==> config.mk <==
export PLATFORM = sky130hd
export DESIGN_NAME = pll_switch_ctrl
export DESIGN_NICKNAME = d
export VERILOG_FILES = /design/src/rtl/pll_ctrl_pkg.sv /design/src/rtl/pll_range_chk.sv /design/src/rtl/pll_lock_timer.sv /design/src/rtl/pll_switch_ctrl.sv
export SDC_FILE = /design/constraint.sdc
export NUM_CORES = 1
export LEC_CHECK = 0
export CORE_MARGIN = 2
export CORE_UTILIZATION = 30
export DETAILED_ROUTE_END_ITERATION = 8
export PLACE_DENSITY = 0.45
export SYNTH_ARGS = -nofsm -noshare
export SYNTH_HDL_FRONTEND = slang
export SYNTH_SLANG_ARGS = --single-unit
==> constraint.sdc <==
create_clock -name clk -period 14 [get_ports clk]
set_input_delay 3.5 -clock clk [delete_from_list [all_inputs] [get_ports clk]]
set_output_delay 3.5 -clock clk [all_outputs]
set_load 0.02 [all_outputs]
==> src/rtl/pll_ctrl_pkg.sv <==
package pll_ctrl_pkg;

    typedef struct packed {
        logic [4:0] mult_m1;
        logic [1:0] div_sel;
    } pll_cfg_t;

    typedef struct packed {
        pll_cfg_t staged;
        pll_cfg_t active;
        logic     enabled;
        logic     connected;
        logic     lock;
        logic     lost;
    } ctrl_st_t;

    // divider code 0..3 -> 2,4,8,16
    function automatic logic [4:0] div_factor(input logic [1:0] sel);
        return 5'd2 << sel;
    endfunction

endpackage

==> src/rtl/pll_range_chk.sv <==
module pll_range_chk
    import pll_ctrl_pkg::*;
#(
    parameter int REF_W   = 7,
    parameter int CCO_MIN = 156,
    parameter int CCO_MAX = 320,
    parameter int REF_MIN = 10,
    parameter int REF_MAX = 25
) (
    input  logic [REF_W-1:0] ref_mhz,
    input  pll_cfg_t         cfg,
    output logic             cco_ok,
    output logic             ref_ok
);
    localparam int PROD_W = REF_W + 10;

    logic [PROD_W-1:0] ref_ext;
    logic [PROD_W-1:0] mult_ext;
    logic [PROD_W-1:0] div_ext;
    logic [PROD_W-1:0] cco_mhz;

    always_comb begin
        ref_ext  = PROD_W'(ref_mhz);
        mult_ext = PROD_W'(cfg.mult_m1) + PROD_W'(1);
        div_ext  = PROD_W'(div_factor(cfg.div_sel));
        cco_mhz  = ref_ext * mult_ext * div_ext;
        cco_ok   = (cco_mhz >= PROD_W'(CCO_MIN)) && (cco_mhz <= PROD_W'(CCO_MAX));
        ref_ok   = (ref_mhz >= REF_W'(REF_MIN)) && (ref_mhz <= REF_W'(REF_MAX));
    end

endmodule

==> src/rtl/pll_lock_timer.sv <==
module pll_lock_timer #(
    parameter int LIMIT = 2500
) (
    input  logic clk,
    input  logic rst_n,
    input  logic run,
    input  logic clear,
    output logic expired
);
    localparam int CW = $clog2(LIMIT + 1);

    logic [CW-1:0] cnt_d, cnt_q;
    logic          exp_d, exp_q;

    always_comb begin
        cnt_d = cnt_q;
        exp_d = exp_q;
        if (clear) begin
            cnt_d = '0;
            exp_d = 1'b0;
        end else if (!run) begin
            cnt_d = '0;
        end else if (!exp_q) begin
            cnt_d = cnt_q + CW'(1);
            if (cnt_q == CW'(LIMIT - 1)) exp_d = 1'b1;
        end
    end

    always_ff @(posedge clk or negedge rst_n) begin
        if (!rst_n) begin
            cnt_q <= '0;
            exp_q <= 1'b0;
        end else begin
            cnt_q <= cnt_d;
            exp_q <= exp_d;
        end
    end

    assign expired = exp_q;

endmodule

==> src/rtl/pll_switch_ctrl.sv <==
module pll_switch_ctrl
    import pll_ctrl_pkg::*;
#(
    parameter int REF_W        = 7,
    parameter int LOCK_TMO_CYC = 2500,
    parameter int CCO_MIN      = 156,
    parameter int CCO_MAX      = 320,
    parameter int REF_MIN      = 10,
    parameter int REF_MAX      = 25
) (
    input  logic             clk,
    input  logic             rst_n,
    input  logic [REF_W-1:0] ref_mhz_i,
    input  logic             cfg_wr_i,
    input  logic [4:0]       cfg_mult_m1_i,
    input  logic [1:0]       cfg_div_sel_i,
    input  logic             commit_i,
    input  logic             en_wr_i,
    input  logic             en_val_i,
    input  logic             conn_wr_i,
    input  logic             conn_val_i,
    input  logic             pll_lock_i,
    output logic [4:0]       act_mult_m1_o,
    output logic [1:0]       act_div_sel_o,
    output logic             cco_err_o,
    output logic             ref_err_o,
    output logic             enabled_o,
    output logic             lock_o,
    output logic             clk_sel_o,
    output logic             lock_lost_o,
    output logic             lock_tmo_o
);
    ctrl_st_t st_d, st_q;
    logic     cco_ok, ref_ok, legal;
    logic     tmr_run, tmr_clear;

    pll_range_chk #(
        .REF_W  (REF_W),
        .CCO_MIN(CCO_MIN),
        .CCO_MAX(CCO_MAX),
        .REF_MIN(REF_MIN),
        .REF_MAX(REF_MAX)
    ) u_range (
        .ref_mhz(ref_mhz_i),
        .cfg    (st_q.active),
        .cco_ok (cco_ok),
        .ref_ok (ref_ok)
    );

    assign legal = cco_ok && ref_ok;

    always_comb begin
        st_d = st_q;

        // settings: stage, then apply on commit
        if (cfg_wr_i) begin
            st_d.staged.mult_m1 = cfg_mult_m1_i;
            st_d.staged.div_sel = cfg_div_sel_i;
        end
        if (commit_i) st_d.active = st_q.staged;

        // lock is trusted only while the loop runs
        st_d.lock = pll_lock_i && st_q.enabled;

        // enable: refused or dropped when settings or reference are illegal
        if (en_wr_i) st_d.enabled = en_val_i ? (st_q.enabled || legal) : 1'b0;
        if (!legal)  st_d.enabled = 1'b0;

        // connect: only after enable and lock
        if (conn_wr_i) begin
            if (!conn_val_i)                       st_d.connected = 1'b0;
            else if (st_q.enabled && st_q.lock)    st_d.connected = 1'b1;
        end
        if (st_q.connected && !st_q.lock) begin
            st_d.connected = 1'b0;
            st_d.lost      = 1'b1;
        end
        if (commit_i || !st_d.enabled) st_d.connected = 1'b0;
    end

    always_ff @(posedge clk or negedge rst_n) begin
        if (!rst_n) st_q <= '0;
        else        st_q <= st_d;
    end

    assign tmr_run   = st_q.enabled && !st_q.lock;
    assign tmr_clear = !st_d.enabled || commit_i;

    pll_lock_timer #(.LIMIT(LOCK_TMO_CYC)) u_timer (
        .clk    (clk),
        .rst_n  (rst_n),
        .run    (tmr_run),
        .clear  (tmr_clear),
        .expired(lock_tmo_o)
    );

    assign act_mult_m1_o = st_q.active.mult_m1;
    assign act_div_sel_o = st_q.active.div_sel;
    assign cco_err_o     = !cco_ok;
    assign ref_err_o     = !ref_ok;
    assign enabled_o     = st_q.enabled;
    assign lock_o        = st_q.lock;
    assign clk_sel_o     = st_q.connected;
    assign lock_lost_o   = st_q.lost;

endmodule

======== Word level (Yosys, flattened, before mapping) ========
Cells that the tools add are included.
operators by class
  add/subtract/negate cells ............... 2
  multipliers ............................. 2
  div/mod/pow operators ................... 0
  magnitude comparators ................... 4
  equality and inequality tests ........... 3
  shift operators ......................... 1
  mux-type cells .......................... 15
  bitwise operators ....................... 0
  reductions and logical operators ........ 16
operators with widths
  cell                     number
  $mux W12                 3
  $ge A17 B8 Y1 const B    1
  $le A17 B9 Y1 const B    1
  $mul A17 B5 Y17          1
  $mul A7 B17 Y17          1
  $add A12 B1 Y12 const B  1
  $eq A12 B12 Y1 const B   1
  $mux W1                  12
  $ge A7 B4 Y1 const B     1
  $le A7 B5 Y1 const B     1
  $logic_and A1 B1 Y1      7
  $add A5 B1 Y6 const B    1
  $shl A2 B2 Y5 const A    1
  $logic_not A1 Y1         4
  $ne A4 B1 Y1 const B     1
  $ne A3 B3 Y1 const B     1
  $reduce_bool A3 Y1       1
  $logic_or A1 B1 Y1       2
  $reduce_and A2 Y1        1
  $reduce_bool A2 Y1       1
word-level totals
  register bits ........................... 31
  latch bits .............................. 0
  bits in writable memories ............... 0
  bits in read-only memories .............. 0
  input port bits ......................... 23
  output and inout port bits .............. 14
  logic and storage cells ................. 53
  memories kept ........................... 0

======== Logic depth before layout (Yosys ltp) ========
Gate-level depths: netlist (run 1).
  depth in word-level cells ............... 14
  gate-level depth with buffers ........... 33
  mapped depth without buffers ............ 31

======== Modules after synthesis ========
Synthesis (run 1) repeated with hierarchy kept, for this count alone.
second synthesis, totals
  cells, all modules ...................... 509
  area, all modules ....................... 4570.6 um^2
by module, submodules not included
  module           times used  cells an instance  area each (um^2)  seq. area each (um^2)
  pll_range_chk    1           385                3109.2            0.0
  pll_switch_ctrl  1           54                 772.0             450.4
  pll_lock_timer   1           70                 689.4             325.3

======== Least setup slack after synthesis (run 1) ========
OpenSTA, ideal clock, no wires.
  kind .................................... input to output
  from .................................... input ref_mhz_i[2]
  to ...................................... output cco_err_o
  arrival time ............................ 9930 ps
  required time ........................... 10500 ps
  path slack .............................. 570 ps
  cell stages on the path ................. 27
  path buffers ............................ 2
  cells stage by stage .................... and2_1 -> fa_1 -> fa_1 -> inv_1 -> fa_1 -> inv_1 -> ha_1 -> buf_2 -> o21a_1 -> a21oi_1 -> o21bai_1 -> a21oi_1 -> xor2_1 -> nor2_1 -> fa_1 -> inv_1 -> fa_1 -> inv_1 -> ha_1 -> ha_1 -> inv_2 -> o21bai_1 -> a21o_1 -> or3_4 -> a2111oi_4 -> o2111ai_2 -> buf_6
on the way
  longest elaborated chain between the ends .. 5
  elaborated cells on any way between the ends .. 6
  classes of those cells .................. mul: 2; order compare: 2; reduce/logical: 2
ends and longest elaborated chain
  item                                            line                   text
  from (decl)                                     pll_switch_ctrl.sv:13  input logic [REF_W-1:0] ref_mhz_i,
  $mul A7 B17 Y17 *                               pll_range_chk.sv:26    cco_mhz = ref_ext * mult_ext * div_ext;
  $mul A17 B5 Y17 *                               pll_range_chk.sv:26
  $ge A17 B8 Y1 or $le A17 B9 Y1 (tied branches)  pll_range_chk.sv:27    cco_ok = (cco_mhz >= PROD_W'(CCO_MIN)) && (cco_mhz <= PROD_W'(CCO_MAX));
  $logic_and A1 B1 Y1 *                           pll_range_chk.sv:27
  $logic_not A1 Y1 *                              pll_switch_ctrl.sv:99  assign cco_err_o = !cco_ok;
  to (decl)                                       pll_switch_ctrl.sv:25  output logic cco_err_o,
Every way passes the cells marked *; elsewhere a longest branch is shown, timed or not.

======== Final worst setup path (run 1) ========
  from .................................... input ref_mhz_i[0]
  to ...................................... output cco_err_o
Same word-level chain as after synthesis.

==> results of run 1 <==
routing by layer:
layer / up-vias / track usage, %
li1: 1848 / -
met1: 1843 / 18.73
met2: 70 / 20.38
met3: 8 / 1.377
met4: 0 / 3.103
met5: - / 0
state kept, by name (all words and copies together), names as in the netlist:
register         cells
act_div_sel_o        2
act_mult_m1_o        5
clk_sel_o            1
enabled_o            1
lock_lost_o          1
lock_o               1
st_q                 7
u_timer.cnt_q       12
u_timer.expired      1
Yosys cell counts (all sizes together), types with 5 or more instances:
cell type	n
nand2b	6
xnor2	14
nor4	10
mux2	14
and2	31
nand2	36
clkbuf	8
inv	58
nor2b	12
or3	9
buf	12
a21oi	17
ha	55
xor2	18
fa	45
o21ai	13
nand3	15
or2	5
nor3	12
and3	6
nor2	37
dfrtp	31
logic make-up (layout without fill, tap and decap cells):
family,Yosys count,count (layout),share of synthesized area [%]
and+or+nand+nor,188,188,21.62
adders and majority gates,100,100,34.59
buffers and inverters,78,153,7.135
AOI/OAI and AO/OA,61,61,9.586
xor gates and xnor gates,32,32,6.100
DFF,31,31,16.88
muxes,17,17,4.085
critical path, cell delays in order:
cell	delay (ns)
clkdlybuf4s50_1	0.52
nand2_1	0.09
fa_1	0.57
fa_1	0.44
fa_1	0.55
inv_1	0.04
ha_1	0.33
a21oi_2	0.16
o21ai_1	0.10
a21oi_1	0.20
o21bai_1	0.10
a21oi_2	0.16
xor2_1	0.21
nor2_1	0.09
fa_1	0.54
inv_1	0.05
fa_1	0.49
inv_1	0.04
ha_1	0.32
ha_4	0.26
inv_2	0.05
o21bai_1	0.06
a21o_1	0.19
or3_4	0.37
a2111oi_4	0.35
o2111ai_2	0.20
buf_6	0.19
layout make-up:
type                            instances  area [sq um]
Clock buffer                            6         138.9
Clock inverter                          2         35.03
Fill cell                            1577          9392
Inverter                               58         217.7
Multi-Input combinational cell        398          3538
Sequential cell                        31         775.7
Tap cell                              188         235.2
Timing Repair Buffer                   87         757.0
power breakdown:
group	leakage (uW)	switching (uW)	total, uW	internal [uW]
sequential	0.000402	10.4	105	94.9
clock	0.0000868	38.7	127	88.3
combinational	0.00226	599	1160	561
total	0.00275	648	1390	744
worst max-delay path by stage:
stage / startpoint / cells past startpoint / slack, ns / end
2_1_floorplan: ref_mhz_i[2] / 27 / 0.57 / cco_err_o
3_3_place_gp: ref_mhz_i[2] / 26 / -0.34 / cco_err_o
3_5_place_dp: ref_mhz_i[2] / 26 / -0.38 / cco_err_o
4_1_cts: ref_mhz_i[2] / 28 / 0.02 / cco_err_o
5_1_grt: ref_mhz_i[6] / 28 / 0.007 / cco_err_o
6_report: ref_mhz_i[0] / 27 / 0.32 / cco_err_o
timing repair:
item	CTS	global route
endpoints found under the hold margin	0	0
pin swaps	0	5
gates resized for setup	5	15
setup buffers	0	1
endpoints found under the setup margin	1	1
through the flow:
stage | hold slack (ns) | instance area (sq um) | setup TNS, ns | std cells
after global routing | 0.4907 | 5698 | 0 | 770
after detailed placement | 0.4451 | 5455 | -0.3827 | 761
final | 0.4660 | 5698 | 0 | 770
after global placement | 0.4486 | 5455 | -0.3400 | 761
after CTS | 0.4658 | 5632 | 0 | 769
after floorplan | 0.4750 | 4594 | 0 | 507
==> summary.txt, run 1 <==
Final-stage net count: 704
Commonest non-fill, non-tap cell in the layout: inv_1
Clock buffer depth: 2
Worst R2R Path Depth: 31
Hold worst-path end: lock_lost_o
# hold bufs at CTS: 0
Top FF cell, synth: dfrtp_1
RR Endpoint: u_timer.cnt_q[2]
# diodes: 0
Async S/R FF share, synth: 100.0%
RSZ-0062 raised after global routing: false
CTS Buf Count: 5
Count of final setup violators: 0
Die width: 127.8 um
Slew headroom: 50.97%
Min-delay src: lock_lost_o
Synth area leader: fa_1
Synthesized flop and latch total: 31
Fmax: 0.07308 GHz
Total die area: 16320 sq um
Grt ovf: 0
Initial Util: 30.45%
Synthesized cell area: 4594 sq um
Row count: 45
Startpoint types: input pin
CTS tree: built
Post-Syn Instances: 507
Uppermost layer routed: met4
EDFF count, synth: 0
Power Total: 1392 uW
Synth Net Count: 630
Tmin final: 13.68 ns
Largest net degree at the start of global routing: 32
Min-Delay Path Depth: 1
Residual DRC: 0
DP HPWL: 8373 um
Top-area cell type share of the netlist area: 19.61%
GPL Wtd Cong: 0.8360
Antenna violations before repair: 0
Worst Path Arrival: 10.18 ns
Initial drt markers: 164
Total vias in the final route: 3769
Core box area: 15090 sq um
Syn-to-layout area delta: 24.02%
Transition time of the tightest slew-check pin: 0.7355 ns
Routed WL per cell: 13.04 um
Place WS: -0.3827 ns
Routed met2 length: 4623 um
Final wirelength: 10040 um
Period Utilization, post-route: 97.74%
Sequential cell area fraction in the yosys report: 16.88%
Critical path required time: 10.50 ns
First-pass GRT wire length: 17400 um
Worst Path Max Fanout: 4
Die height: 127.8 um
Setup ws final: 0.3158 ns
Crit Path Class: in -> out
I/O pin count: 37
Met1 Wirelength: 4879 um
DR vias/cell: 4.895
Status: finished, final reports clean
Pleak: 0.002751 uW
GRT Util Overall: 12.83%
# clock sinks: 31
Synthesis Warnings: 0
Worst vdd rail ir drop: 0.1455 mV
Final core occ: 37.76%
Syn avg cell area: 9.062 sq um
DR pass1 iterations: 4
Clk slew on worst S/H paths: 0.05 ns
Worst hold path class: reg -> reg
Ranking of synthesized cells by area: fa_1, dfrtp_1, ha_1
Worst setup EP type: output port
Max-Cap Viols: 0
Met3 Wirelength: 446 um
Final Hold Viols: 0
Clk_lat worst skew: 0.28 ns
CTS HTree Levels: 2
Number of global-route vias before repair: 3774
FF-to-FF setup slack: 5.71 ns
Distinct cells, synth: 61
Slew Limit Fails: 0
R2R Path Start: act_mult_m1_o[0]
Skew final: 0.003431 ns
Root buffer cell: clkbuf_16
PwrDens: 244.3 nW/um^2
Most frequent cells in the layout: inv_1, ha_1, buf_4
Antenna viol nets, final: 0
Share of layout cells above drive strength 1: 16.49%
PortBufs: 36
Power figures use the tool's default switching activity.
==> inputs of run 2 (changes only) <==
GPL_ROUTABILITY_DRIVEN = 0   (was unset)
SKIP_CTS_REPAIR_TIMING = 1   (was unset)
==> results of run 2 <==
Same layout as run 1: the final DEF is identical, and so are final timing and power.
==> inputs of run 3 (changes only) <==
GPL_TIMING_DRIVEN = 1   (was unset)
==> results of run 3 <==
Same layout as run 1: the final DEF is identical, and so are final timing and power.
